File: src/rtl/sram_seq_pkg.sv
// Shared types for the asynchronous SRAM access controller.
// Assumes: phases are decoded directly to the memory control pins.
package sram_seq_pkg;

    typedef enum logic [2:0] {
        PH_IDLE    = 3'd0,
        PH_WSETUP  = 3'd1,
        PH_WPULSE  = 3'd2,
        PH_WHOLD   = 3'd3,
        PH_RACCESS = 3'd4,
        PH_RECOV   = 3'd5
    } phase_t;

    // Largest of the five phase lengths; sizes the shared phase counter.
    function automatic int unsigned cyc_max(input int unsigned a, input int unsigned b,
                                            input int unsigned c, input int unsigned d,
                                            input int unsigned e);
        int unsigned m;
        m = a;
        if (b > m) m = b;
        if (c > m) m = c;
        if (d > m) m = d;
        if (e > m) m = e;
        return m;
    endfunction

endpackage

File: src/rtl/sram_seq_timer.sv
// Down counter that measures the length of one phase.
// Assumes: load_val is the phase length minus one; done is high in the last cycle.
module sram_seq_timer #(
    parameter int unsigned CNT_W = 2
) (
    input  logic             clk,
    input  logic             rst_n,
    input  logic             load,
    input  logic [CNT_W-1:0] load_val,
    output logic             done
);

    logic [CNT_W-1:0] cnt;

    // Load on a phase entry, otherwise count down to zero and stop there.
    always_ff @(posedge clk) begin
        if (!rst_n)
            cnt <= '0;
        else if (load)
            cnt <= load_val;
        else if (cnt != '0)
            cnt <= cnt - 1'b1;
    end

    // The phase ends in the cycle where the count has reached zero.
    always_comb done = (cnt == '0);

endmodule

File: src/rtl/sram_seq_fsm.sv
// Phase sequencer: chooses the write or read phase sequence and
// loads the timer with each phase length.
// Assumes: all phase lengths are >= 1 cycle; a request is seen only in PH_IDLE.
module sram_seq_fsm
    import sram_seq_pkg::*;
#(
    parameter int unsigned SETUP_CYC  = 1,
    parameter int unsigned PULSE_CYC  = 2,
    parameter int unsigned HOLD_CYC   = 1,
    parameter int unsigned ACCESS_CYC = 3,
    parameter int unsigned RECOV_CYC  = 1,
    parameter int unsigned CNT_W      = 2
) (
    input  logic             clk,
    input  logic             rst_n,
    input  logic             req,
    input  logic             req_write,
    input  logic             tmr_done,
    output phase_t           phase,
    output logic             tmr_load,
    output logic [CNT_W-1:0] tmr_val,
    output logic             accept,
    output logic             capture
);

    localparam logic [CNT_W-1:0] SETUP_LD  = CNT_W'(SETUP_CYC - 1);
    localparam logic [CNT_W-1:0] PULSE_LD  = CNT_W'(PULSE_CYC - 1);
    localparam logic [CNT_W-1:0] HOLD_LD   = CNT_W'(HOLD_CYC - 1);
    localparam logic [CNT_W-1:0] ACCESS_LD = CNT_W'(ACCESS_CYC - 1);
    localparam logic [CNT_W-1:0] RECOV_LD  = CNT_W'(RECOV_CYC - 1);

    phase_t nxt;

    // Next phase, timer load and strobes for the current phase.
    always_comb begin
        nxt      = phase;
        tmr_load = 1'b0;
        tmr_val  = '0;
        accept   = 1'b0;
        capture  = 1'b0;
        case (phase)
            PH_IDLE: begin
                if (req) begin
                    accept   = 1'b1;
                    tmr_load = 1'b1;
                    if (req_write) begin
                        nxt     = PH_WSETUP;
                        tmr_val = SETUP_LD;
                    end else begin
                        nxt     = PH_RACCESS;
                        tmr_val = ACCESS_LD;
                    end
                end
            end
            PH_WSETUP: if (tmr_done) begin
                nxt = PH_WPULSE; tmr_load = 1'b1; tmr_val = PULSE_LD;
            end
            PH_WPULSE: if (tmr_done) begin
                nxt = PH_WHOLD; tmr_load = 1'b1; tmr_val = HOLD_LD;
            end
            PH_WHOLD: if (tmr_done) begin
                nxt = PH_RECOV; tmr_load = 1'b1; tmr_val = RECOV_LD;
            end
            PH_RACCESS: if (tmr_done) begin
                nxt = PH_RECOV; tmr_load = 1'b1; tmr_val = RECOV_LD;
                capture = 1'b1;
            end
            PH_RECOV: if (tmr_done) nxt = PH_IDLE;
            default: nxt = PH_IDLE;
        endcase
    end

    // Phase register.
    always_ff @(posedge clk) begin
        if (!rst_n)
            phase <= PH_IDLE;
        else
            phase <= nxt;
    end

endmodule

File: src/rtl/sram_seq_capture.sv
// Read-data capture register with a one-cycle valid strobe.
// Assumes: capture is high only on the edge that ends the access count.
module sram_seq_capture (
    input  logic clk,
    input  logic rst_n,
    input  logic capture,
    input  logic mem_dout,
    output logic rd_bit,
    output logic rd_valid
);

    // Keep the sampled bit until the next read; pulse valid once.
    always_ff @(posedge clk) begin
        if (!rst_n) begin
            rd_bit   <= 1'b0;
            rd_valid <= 1'b0;
        end else begin
            rd_valid <= capture;
            if (capture)
                rd_bit <= mem_dout;
        end
    end

endmodule

File: src/rtl/sram_seq_ctrl.sv
// Top of the asynchronous SRAM access controller. It latches each accepted
// request and decodes the memory control pins from the sequencer phase.
// Assumes: the memory is fully asynchronous, and every timing minimum has been
// turned into whole clock cycles (>= 1) by the integrator.
module sram_seq_ctrl
    import sram_seq_pkg::*;
#(
    parameter int unsigned ADDR_W     = 16,
    parameter int unsigned SETUP_CYC  = 1,
    parameter int unsigned PULSE_CYC  = 2,
    parameter int unsigned HOLD_CYC   = 1,
    parameter int unsigned ACCESS_CYC = 3,
    parameter int unsigned RECOV_CYC  = 1
) (
    input  logic              clk,
    input  logic              rst_n,
    input  logic              req,
    input  logic              req_write,
    input  logic [ADDR_W-1:0] req_addr,
    input  logic              req_wbit,
    output logic              ready,
    output logic              rd_bit,
    output logic              rd_valid,
    output logic [ADDR_W-1:0] mem_addr,
    output logic              mem_cs_n,
    output logic              mem_we_n,
    output logic              mem_din,
    input  logic              mem_dout
);

    localparam int unsigned MAX_CYC = cyc_max(SETUP_CYC, PULSE_CYC, HOLD_CYC,
                                              ACCESS_CYC, RECOV_CYC);
    localparam int unsigned CNT_W   = (MAX_CYC <= 2) ? 1 : $clog2(MAX_CYC);

    phase_t           phase;
    logic             tmr_load;
    logic [CNT_W-1:0] tmr_val;
    logic             tmr_done;
    logic             accept;
    logic             capture;

    sram_seq_timer #(.CNT_W(CNT_W)) u_timer (
        .clk      (clk),
        .rst_n    (rst_n),
        .load     (tmr_load),
        .load_val (tmr_val),
        .done     (tmr_done)
    );

    sram_seq_fsm #(
        .SETUP_CYC  (SETUP_CYC),
        .PULSE_CYC  (PULSE_CYC),
        .HOLD_CYC   (HOLD_CYC),
        .ACCESS_CYC (ACCESS_CYC),
        .RECOV_CYC  (RECOV_CYC),
        .CNT_W      (CNT_W)
    ) u_fsm (
        .clk       (clk),
        .rst_n     (rst_n),
        .req       (req),
        .req_write (req_write),
        .tmr_done  (tmr_done),
        .phase     (phase),
        .tmr_load  (tmr_load),
        .tmr_val   (tmr_val),
        .accept    (accept),
        .capture   (capture)
    );

    sram_seq_capture u_cap (
        .clk      (clk),
        .rst_n    (rst_n),
        .capture  (capture),
        .mem_dout (mem_dout),
        .rd_bit   (rd_bit),
        .rd_valid (rd_valid)
    );

    // Address and write bit are loaded only on acceptance, when select is high.
    always_ff @(posedge clk) begin
        if (!rst_n) begin
            mem_addr <= '0;
            mem_din  <= 1'b0;
        end else if (accept) begin
            mem_addr <= req_addr;
            mem_din  <= req_write ? req_wbit : mem_din;
        end
    end

    // Memory control pins and ready, decoded from the phase register.
    always_comb begin
        ready    = (phase == PH_IDLE);
        mem_cs_n = (phase == PH_IDLE) || (phase == PH_RECOV);
        mem_we_n = (phase != PH_WPULSE);
    end

endmodule

File: config.mk
export PLATFORM = sky130hd
export DESIGN_NAME = sram_seq_ctrl
export DESIGN_NICKNAME = d
export VERILOG_FILES = /design/src/rtl/sram_seq_pkg.sv /design/src/rtl/sram_seq_timer.sv /design/src/rtl/sram_seq_fsm.sv /design/src/rtl/sram_seq_capture.sv /design/src/rtl/sram_seq_ctrl.sv
export SDC_FILE = /design/constraint.sdc
export NUM_CORES = 1
export LEC_CHECK = 0
export BUFFER_PORTS_ARGS = -buffer_cell sky130_fd_sc_hd__buf_4
export CAP_MARGIN = 20
export CELL_PAD_IN_SITES_DETAIL_PLACEMENT = 1
export CELL_PAD_IN_SITES_GLOBAL_PLACEMENT = 1
export CORE_UTILIZATION = 35
export DETAILED_ROUTE_END_ITERATION = 16
export GPL_TIMING_DRIVEN = 0
export PLACE_DENSITY_LB_ADDON = 0.3
export REMOVE_ABC_BUFFERS = 1
export SLEW_MARGIN = 30
export SYNTH_ARGS = -nofsm -noshare
export SYNTH_HDL_FRONTEND = slang
export SYNTH_SLANG_ARGS = --single-unit
File: constraint.sdc
create_clock -name clk -period 3.4 [get_ports clk]
set_input_delay 0.17 -clock clk [delete_from_list [all_inputs] [get_ports clk]]
set_output_delay 0.17 -clock clk [all_outputs]
set_load 0.05 [all_outputs]
== Word-level counts from Yosys, hierarchy flattened ==
Index checks and enable logic that the tools add are counted.
Word-level totals
  register bits: 24
  output and inout port bits: 22
  logic and storage cells: 45
Cells by class
  $add $sub $neg: 1
  equal/unequal tests: 11
  mux-type cells: 18
  reductions and logical operators: 9
Operators with widths (number)
  $mux 3: 6
  $pmux 3 s5: 1
  $mux 2: 4
  $ne 2x2->1 const B: 4
  $eq 3x2->1 const B: 2
  $eq 3x3->1 const B: 2
  $mux 1: 5
  $reduce_and 5->1: 1
  $pmux 2 s2: 1
  $reduce_bool 2->1: 2
  $reduce_or 4->1: 1
  $eq 3x1->1 const B: 1
  $logic_not 3->1: 1
  $ne 3x2->1 const B: 1
  $logic_not 2->1: 1
  $ne 2x1->1 const B: 1
  $pmux 1 s2: 1
  $reduce_and 2->1: 1
  $reduce_or 2->1: 1
  $sub 2x1->2 const B: 1
  $logic_or 1x1->1: 1

== Logic depth before layout (Yosys ltp) ==
Gate-level depths: netlist (run 1).
  depth in word-level cells: 4
  mapped depth: 7
  gate-level depth less buffers: 6

== Modules after synthesis ==
Synthesis (run 1) repeated with hierarchy kept, for this count alone.
Unflattened totals
  cell total of the unflattened synthesis: 109
  area, all modules: 1097.3 µm²
Modules (own cells, without submodules)
  sram_seq_ctrl: times used 1, cells each 61, area an instance 684.4 µm², seq. area each 340.3 µm²
  sram_seq_fsm: times used 1, cells each 30, area an instance 225.2 µm², seq. area each 60.1 µm²
  sram_seq_timer: times used 1, cells each 13, area an instance 123.9 µm², seq. area each 40.0 µm²
  sram_seq_capture: times used 1, cells each 5, area an instance 63.8 µm², seq. area each 40.0 µm²

== Worst setup path after synthesis (run 1) ==
OpenSTA, ideal clock, no wires.
  path type: register to output
  from: reg u_fsm.phase[2]
  to: out mem_cs_n
  arrival: 1.492 ns
  data required time: 3.230 ns
  path slack: 1.738 ns
  cell stages (with the launch flop): 5
  buffers on the path: 2
  cell sequence: dfxtp_1 -> buf_2 -> buf_1 -> xor2_1 -> nor2_1
Between the ends
  longest elaborated chain between the ends: 2
  elaborated cells on any way between the ends: 3
Ends and longest elaborated chain
  from (decl): line sram_seq_fsm.sv:19  | output phase_t phase,
  from (signal assigned): line sram_seq_fsm.sv:78  | phase <= nxt;
  $eq 3x3->1 / $logic_not 3->1 (equally long branches): line sram_seq_ctrl.sv:93  | mem_cs_n = (phase == PH_IDLE) || (phase == PH_RECOV);
  $logic_or 1x1->1 (*): line sram_seq_ctrl.sv:93
  to (decl): line sram_seq_ctrl.sv:25  | output logic mem_cs_n,
Mark *: on every way between the ends. The rest lies on a longest branch, timed or not.

== Worst setup path after layout (run 1) ==
Same ends and word-level chain as after synthesis.

==> reports/metrics.cfg, run 1 <==
[clock_network]
cts_hold_buf=0
cts_inserted_buffers=3
clk_pin_slew_ps=150
htree_levels=1
cts_tree=built
post_cts_buffers=0
clockBufferDepth=2
clock-sinks=24
ctsResizeCount=0
cts.root.buffer_cell=clkbuf_4
clock_latency_ps=340

[setup_path]
cp.depth=3
path_class=reg -> out
startpoint_type=flop
cp-startpoint=u_fsm.phase[2]$_SDFFE_PN0P_
worstPathArrival_ps=1600
reg2reg_slack_ps=1730
crit_chain=xor2_1 > nor2_1 > buf_4
critPathCapture=mem_cs_n
crit_family=flip-flops
required_ps=3230
worst-path-max-fanout=17
worstSetupEndpointType=output pin
slowest_delay_ps=740
cpMaxStageDelayCell=dfxtp_1
reg2reg_to=mem_addr[12]$_SDFFE_PN0P_
reg2reg_depth=4
r2r-start=u_fsm.phase[2]$_SDFFE_PN0P_
path_buf_inv=1

[synth]
synth_compound_area_share_pct=18.4
ys_seq_area_share_pct=45.0
yosys.area_share.simple_pct=26.8
yosys_warnings=0
syn_inst=137
ys_types=31
synth_mux_area_share_pct=0
synthAdderAreaFrac_pct=1.17
synth_top_family_by_area=simple AND/OR/NAND/NOR gates
syn-cell-area_sq_um=1070
synth-xor-area-share_pct=1.64
ys_seq_elements=24
postSynthAreaPerCell_sq_um=7.79

[final_layout]
antenna_cells=0
final_nets=200
final_cells=207
final_cell_mix=buf_4, nand2_1, a21oi_1, dfxtp_1, inv_1
fin_area_sq_um=1440
syn_to_final_growth_pct=34.7
nFillCells=373
final_common_cell=buf_4
utilization_pct=50.8
drive_above_1_share_pct=28.4

[detailed_routing]
dr_wl_met2_um=1450
wirelength_um=2880
vias=1069
wl_per_cell_um=13.9
wl_met1_um=1240
viasPerCell=5.16
drc=2
wl_met3_um=133
first_pass_iters=10
routed.top_layer=met4
ant_nets=0
drt-initial-drc-count=24

[sta]
finalSetupTns_ps=0
rsz0062_at_grt=false
clock.fmax_mhz=566
hold_slack_ps=53.0
timing.slew.headroom_pct=54.3
setup_viol=0
hold_viol=0
period_needed_ps=1770
fin_worst_skew_ps=12.4
min_period_over_period_pct=51.9
slew_viol_final=0
worst_pin_slew_ps=684

[placed_design]
dp_hpwl_um=2010
dp.cells=202
dpl_cell_area_sq_um=1370
place.gp.congestion=0.767
io_buffers=43

[global_route]
grt_pass1_vias=1048
grt.total_usage_pct=18.3
antenna_found_initial=0
grt_overflow=0
grt_max_degree=22
grt_first_pass_wirelength_um=4630

[hold_path]
hold_class=in -> reg
hp-start=req_addr[7]

[floorplan]
dieArea_sq_um=3270
dieWidth_um=57.2
core_sq_um=2830
die-height_um=57.2
start_util_pct=37.7
io_pins=44
rows=19

[pwr]
ir_drop_uv=372
powerDensity_nw_per_um2=1010
leakagePower_uw=0.000642

[run_status]
status=finished with violations
violations=DRC

[flow_run]
maxCapViolCount=0

-- Yosys cell counts, drive strengths merged --
cell / count / area share [%]
a211o: 1 / 0.82
a21o: 1 / 0.70
a21oi: 24 / 11
a31oi: 1 / 0.59
buf: 6 / 4.1
clkbuf: 3 / 1.1
dfxtp: 24 / 45
ha: 1 / 1.2
inv: 5 / 1.8
nand2: 39 / 14
nand2b: 3 / 1.8
nand3: 1 / 0.47
nand4: 1 / 0.59
nor2: 5 / 2.0
nor2b: 4 / 2.3
nor3: 4 / 1.9
nor3b: 1 / 0.70
nor4b: 1 / 2.2
o2111ai: 1 / 0.82
o211ai: 1 / 0.70
o21ai: 4 / 1.9
o221a: 1 / 1.1
o22ai: 1 / 0.59
or2: 1 / 0.59
or3: 1 / 0.59
xor2: 2 / 1.6
-- metrics by stage --
stage | power (uW) | setup slack, ps
after global routing | 1540 | 1530
after detailed placement | 1230 | 1590
after floorplan | 996 | 1870
final | 1450 | 1630
after CTS | 1460 | 1580
after global placement | 1200 | 1660
-- metal layers --
metal | vias to the layer above | track usage (%)
li1 | 535 | -
met1 | 500 | 20.8
met2 | 29 | 33.8
met3 | 5 | 2.72
met4 | 0 | 8.36
met5 | - | 0
-- sequential cells by signal, indices dropped and copies added, names as in the netlist --
register        flops
mem_addr           16
u_fsm.phase         3
u_timer.cnt         2
mem_din             1
u_cap.rd_bit        1
u_cap.rd_valid      1
-- tightest hold or removal path: stages --
cell     delay [ps]
buf_4           110
nand2_1          40
a21oi_1          50
-- where the power goes --
group	internal (uW)	switching [uW]
logic	265	532
clock network	119	97.6
registers	354	86.3
total	738	716
-- worst min-delay path by stage --
stage,endpoint,slack (ps),depth (start not counted)
after floorplan,mem_addr[0]$_SDFFE_PN0P_,310,2
after global placement,mem_addr[3]$_SDFFE_PN0P_,420,3
after detailed placement,mem_addr[14]$_SDFFE_PN0P_,430,3
after CTS,mem_addr[7]$_SDFFE_PN0P_,50,3
after global routing,mem_addr[7]$_SDFFE_PN0P_,50,3
final,mem_addr[7]$_SDFFE_PN0P_,50,3
-- layout make-up --
| type | count | area, sq um | area share [%] |
|---|---|---|---|
| clock buffers | 3 | 22.5 | 1.57 |
| clock inverters | 1 | 30.0 | 2.09 |
| inverters | 5 | 18.8 | 1.31 |
| multi-input cells | 99 | 513 | 35.7 |
| flip-flops and latches | 24 | 480 | 33.4 |
| well taps | 31 | 38.8 | 2.70 |
| repair buffers | 44 | 334 | 23.2 |
-- kinds of logic after synthesis --
family                     count (synthesis)
DFF                                       24
xor gates and xnor gates                   2
AOI/OAI and AO/OA                         35
adders and majority gates                  1
buffers and inverters                     14
and+or+nand+nor                           61
Power figures use the tool's default switching activity.
==> run 2: changes to the inputs <==
CORE_UTILIZATION = 29   (was 35)
clock period = 1.5 ns   (was 3.4 ns; I/O delays follow)
==> reports/metrics.cfg, run 2 (synthesis gave the netlist of run 1 again) <==
[pwr]
ir_drop_uv=947  ; +150%
leakagePower_uw=0.000655  ; +1.9%
internal_power_uw=1700  ; +130%
pwr-share-comb_pct=56.7  ; +1.9 points
powerDensity_nw_per_um2=2220  ; +120%
total_power_uw=3300  ; +130%
pwr-share-clk_pct=12.8  ; -2.1 points
switching_power_uw=1600  ; +120%
switching_share_pct=48.5  ; -0.71 points
seq_power_share_pct=30.4  ; +0.2 points

[placed_design]
place.gp.congestion=0.759  ; -1.1%
dpl_cell_area_sq_um=1390  ; +1.4%
dp_hpwl_um=2110  ; +5.0%
io_buffers=43  ; unchanged
pre_cts_slack_ps=-309  ; -1900 ps

[run_status]
status=completed

[sta]
setup_viol=0  ; unchanged
rsz0062_at_grt=false
period_needed_ps=1380
finalSetupTns_ps=0  ; unchanged
hold_viol=0  ; unchanged
worst_slack_ps=115  ; -1520 ps
fin_worst_skew_ps=2.60  ; -9.85 ps
min_period_over_period_pct=92.3
slew_viol_final=0  ; unchanged
clock.fmax_mhz=722
timing.slew.headroom_pct=53.3  ; -1.0 points
worst_pin_slew_ps=699  ; +15.4 ps

[final_layout]
top_regs=mem_addr x16, u_fsm.phase x3, u_timer.cnt x2
largest_reg_flops=16  ; unchanged
nFillCells=434  ; +16%
antenna_cells=0  ; unchanged
multiInputGateArea_sq_um=528  ; +2.9%
syn_to_final_growth_pct=39.5
drive_above_1_share_pct=32.0  ; +3.6 points
top_register=mem_addr
fin_area_sq_um=1490  ; +3.6%
final_nets=202  ; +1.0%
final_cell_mix=buf_4, nand2_1, a21oi_1
final_common_cell=buf_4
regArea_sq_um=484  ; +0.78%

[detailed_routing]
wirelength_um=2920  ; +1.2%
drc=0  ; -2
first_pass_iters=4  ; -6
wl_per_cell_um=13.0  ; -6.5%
drt-initial-drc-count=21  ; -13%
ant_nets=0  ; unchanged
viasPerCell=4.79  ; -7.2%
vias=1073  ; +0.37%

[floorplan]
dieWidth_um=62.7  ; +9.5%
core_sq_um=3440  ; +22%
rows=21  ; +2
start_util_pct=31.0  ; -6.7 points
io_pins=44  ; unchanged
dieArea_sq_um=3930  ; +20%
die-height_um=62.7  ; +9.5%

[setup_path]
worstSetupEndpointType=flop
worstPathArrival_ps=1540  ; -60 ps
startpoint_type=flop
worst-path-max-fanout=12  ; -5
required_ps=1660  ; -1570 ps
path_class=reg -> reg

[clock_network]
clock_latency_ps=260  ; -80 ps
clockBufferDepth=2  ; unchanged
cts_inserted_buffers=3  ; unchanged
cts.root.buffer_cell=clkbuf_8
clock-sinks=24  ; unchanged
cts_hold_buf=0  ; unchanged
clk_pin_slew_ps=80  ; -70 ps
htree_levels=1  ; unchanged
cts_tree=built

[flow_run]
maxCapViolCount=0  ; unchanged

[global_route]
grt_overflow=0  ; unchanged
antenna_found_initial=0  ; unchanged
grt_pass1_vias=1057  ; +0.86%
grt_first_pass_wirelength_um=4920  ; +6.3%
grt.total_usage_pct=15.9  ; -2.5 points
grt_max_degree=22  ; unchanged

[hold_path]
hold_class=in -> reg

[run 2: layout make-up]
type	count	area share, %
multi-input combinational	99	35.5
sequential	24	32.5
timing repair buffer	46	23.2
tap	46	3.87
clock buffer	4	3.70
inverter	5	1.26
[run 2: what timing repair did]
action	CTS	global route
setup endpoints to repair	21	9
hold endpoints to repair	0	0
gates cloned	0	0
setup buffers	3	0
pin swaps	1	0
resized for setup	4	2
[run 2: worst paths after layout]
path                                      end                   startpoint  cells after the start  slack (ps)
setup / recovery  u_timer.cnt[1]$_SDFFE_PN0P_  u_timer.cnt[0]$_SDFFE_PN0P_                      6         120
hold / removal      mem_addr[10]$_SDFFE_PN0P_                 req_addr[10]                      3          60
setup reg to reg  u_timer.cnt[1]$_SDFFE_PN0P_  u_timer.cnt[0]$_SDFFE_PN0P_                      6         120
hold reg to reg      mem_addr[8]$_SDFFE_PN0P_     mem_addr[8]$_SDFFE_PN0P_                      2         460
[run 2: power by group through the flow]
stage / Combinational, uW / Clock, uW / Sequential, uW
global placement: 1720 / 0 / 996
global route: 2040 / 464 / 1040
finish: 1870 / 424 / 1010
detailed placement: 1780 / 0 / 1010
floorplan: 914 / 0 / 1340
CTS: 1860 / 444 / 1000
[run 2: through the flow]
step           instances  util, %  hold WS, ps
2_1_floorplan        128        -          211
3_3_place_gp         217     40.5          323
3_5_place_dp         217     40.5          334
4_1_cts              224     42.9         46.5
5_1_grt              224     43.3         52.4
6_report             224     43.3         56.4
[run 2: per-layer routing]
| layer | up-vias | part of all wire (%) | track usage [%] |
|---|---|---|---|
| met1 | 511 | 41 | 17.2 |
| li1 | 536 | - | - |
| met2 | 21 | 55 | 30.3 |
| met5 | - | 0 | 0 |
| met3 | 5 | 3.4 | 3.65 |
| met4 | 0 | 0.99 | 4.36 |
[run 2: worst max-delay path: stages (launching register included)]
cell	delay, ps
dfxtp_1	330
inv_1	120
ha_4	230
nand2_1	140
a21oi_1	190
nor3_1	70
o221a_1	210
==> run 3: changes to the inputs <==
CELL_PAD_IN_SITES_DETAIL_PLACEMENT = unset   (was 1)
CELL_PAD_IN_SITES_GLOBAL_PLACEMENT = unset   (was 1)
CORE_MARGIN = 5   (was unset)
CORE_UTILIZATION = 42   (was 29)
==> reports/metrics.cfg, run 3 (synthesis gave the netlist of run 1 again) <==
[sta]
min_period_over_period_pct=94.6  ; +2.3 points
timing.slew.headroom_pct=57.5  ; +4.2 points
worst_pin_slew_ps=637  ; -62.7 ps
hold_viol=0  ; unchanged
slew_viol_final=0  ; unchanged
setup_viol=0  ; unchanged
hold_slack_ps=21.8  ; -34.6 ps
fin_worst_skew_ps=1.89  ; -0.703 ps
clock.fmax_mhz=705  ; -2.4%
rsz0062_at_grt=false
worst_slack_ps=81.3  ; -34.1 ps
period_needed_ps=1420  ; +34.1 ps

[setup_path]
required_ps=1420  ; -240 ps
reg2reg_depth=6  ; unchanged
startpoint_type=flop
worst-path-max-fanout=10  ; -2
worstPathArrival_ps=1340  ; -200 ps
path_class=reg -> out
r2r-start=u_timer.cnt[0]$_SDFFE_PN0P_
worstSetupEndpointType=output pin
reg2reg_slack_ps=160  ; +40 ps
reg2reg_to=u_timer.cnt[1]$_SDFFE_PN0P_

[global_route]
antenna_found_initial=0  ; unchanged
grt.total_usage_pct=15.7  ; -0.20 points
grt_first_pass_wirelength_um=4370  ; -11%
grt_pass1_vias=1022  ; -3.3%
met3_usage_pct=4.26  ; +0.61 points
met2_usage_pct=29.0  ; -1.3 points
top_usage_layer=met2
grt_max_degree=22  ; unchanged
use_met1_pct=17.5  ; +0.28 points
grt_overflow=0  ; unchanged

[placed_design]
pre_cts_slack_ps=-219  ; +90.0 ps
place.gp.congestion=0.770  ; +1.4%
io_buffers=43  ; unchanged
dp_hpwl_um=1830  ; -13%

[pwr]
leakagePower_uw=0.000711  ; +8.6%
powerDensity_nw_per_um2=1990  ; -10%
ir_drop_uv=1390  ; +46%

[final_layout]
largest_reg_flops=16  ; unchanged
antenna_cells=0  ; unchanged
syn_to_final_growth_pct=51.2
top_regs=mem_addr x16, u_fsm.phase x3, u_timer.cnt x2
drive_above_1_share_pct=29.5  ; -2.5 points
final_nets=217  ; +7.4%
final_common_cell=buf_4
top_register=mem_addr
final_cell_mix=buf_4, nand2_1, a21oi_1
nFillCells=213  ; -51%

[floorplan]
io_pins=44  ; unchanged
rows=18  ; -14%
core_sq_um=2450  ; -29%
start_util_pct=43.5  ; +12 points
die-height_um=60.4  ; -3.6%
dieArea_sq_um=3650  ; -7.1%
dieWidth_um=60.4  ; -3.6%

[flow_run]
maxCapViolCount=0  ; unchanged

[detailed_routing]
vias=1110  ; +3.4%
wirelength_um=2770  ; -4.9%
ant_nets=0  ; unchanged
drt-initial-drc-count=42  ; +100%
drc=0  ; unchanged
wl_per_cell_um=12.4  ; -4.5%
viasPerCell=4.98  ; +3.9%
first_pass_iters=4  ; unchanged

[hold_path]
hold_depth=3  ; unchanged
hold_class=in -> reg
min_to=mem_addr[4]$_SDFFE_PN0P_
hp-start=req_addr[4]

[clock_network]
clk_pin_slew_ps=120  ; +40 ps
clockBufferDepth=2  ; unchanged
clock_latency_ps=300  ; +40 ps
htree_levels=1  ; unchanged
cts_inserted_buffers=3  ; unchanged
cts.root.buffer_cell=clkbuf_4
cts_tree=built
clock-sinks=24  ; unchanged

[run_status]
status=completed

## run 3: cell count changes in the layout (fill, tap and decap cells not counted)
| cell | before | now |
|---|---|---|
| clkbuf_8 | 4 | 1 |
| buf_4 | 46 | 44 |
| clkbuf_4 | 0 | 3 |
| buf_6 | 0 | 1 |
| nor2b_1 | 4 | 3 |
| dfxtp_2 | 3 | 1 |
| dlygate4sd3_1 | 0 | 16 |
| nor2b_2 | 0 | 1 |
| dfxtp_4 | 0 | 2 |
## run 3: power by group
group	switching, uW	leakage, uW	internal, uW
sequential	191	0.000198	820
combinational	1190	0.000491	682
clock	181	0.0000210	148
total	1570	0.000711	1650
## run 3: how the worst max path moves through the flow
stage / cells after the start / start / end
after floorplan: 2 / u_fsm.phase[2]$_SDFFE_PN0P_ / mem_cs_n
after global placement: 4 / u_fsm.phase[2]$_SDFFE_PN0P_ / mem_din$_SDFFE_PN0P_
after detailed placement: 4 / u_fsm.phase[2]$_SDFFE_PN0P_ / mem_din$_SDFFE_PN0P_
after CTS: 3 / u_fsm.phase[0]$_SDFFE_PN0P_ / ready
after global routing: 3 / u_fsm.phase[0]$_SDFFE_PN0P_ / ready
final: 3 / u_fsm.phase[0]$_SDFFE_PN0P_ / ready
## run 3: layout make-up
| cell class | count | area (sq um) | share of cell area [%] |
|---|---|---|---|
| sequential | 24 | 489 | 30.3 |
| inverter | 5 | 18.8 | 1.16 |
| timing repair buffer | 61 | 502 | 31.1 |
| multi-input combinational | 99 | 531 | 32.9 |
| tap | 30 | 37.5 | 2.33 |
| clock buffer | 4 | 36.3 | 2.25 |
## run 3: timing repair
item                       in CTS  in global routing
gates resized for setup         5                  5
gates cloned                    0                  0
hold buffers                   15                  1
pin swaps                       1                  0
buffers inserted                2                  0
setup endpoints to repair      21                  3
hold endpoints to repair       15                  1
## run 3: layer usage
metal  share of wire [%]  vias up
met4                 1.4        0
met3                 7.3        4
li1                    -      568
met1                  39      500
met5                   0        -
met2                  52       38
## run 3: critical path, cell delays in order (launching register included)
cell and delay (ps):
dfxtp_4 410, or3_1 400, inv_1 80, buf_6 150
## run 3: through the flow
step,TNS (ps),power (uW),utilization [%],area [sq um],instances
6_report,0,3220,65.7,1610,223
5_1_grt,0,3460,65.7,1610,223
4_1_cts,0,3190,64.5,1580,222
3_5_place_dp,-2320,2750,55.9,1370,201
3_3_place_gp,-1750,2710,55.9,1370,201
2_1_floorplan,0,2260,-,1010,128
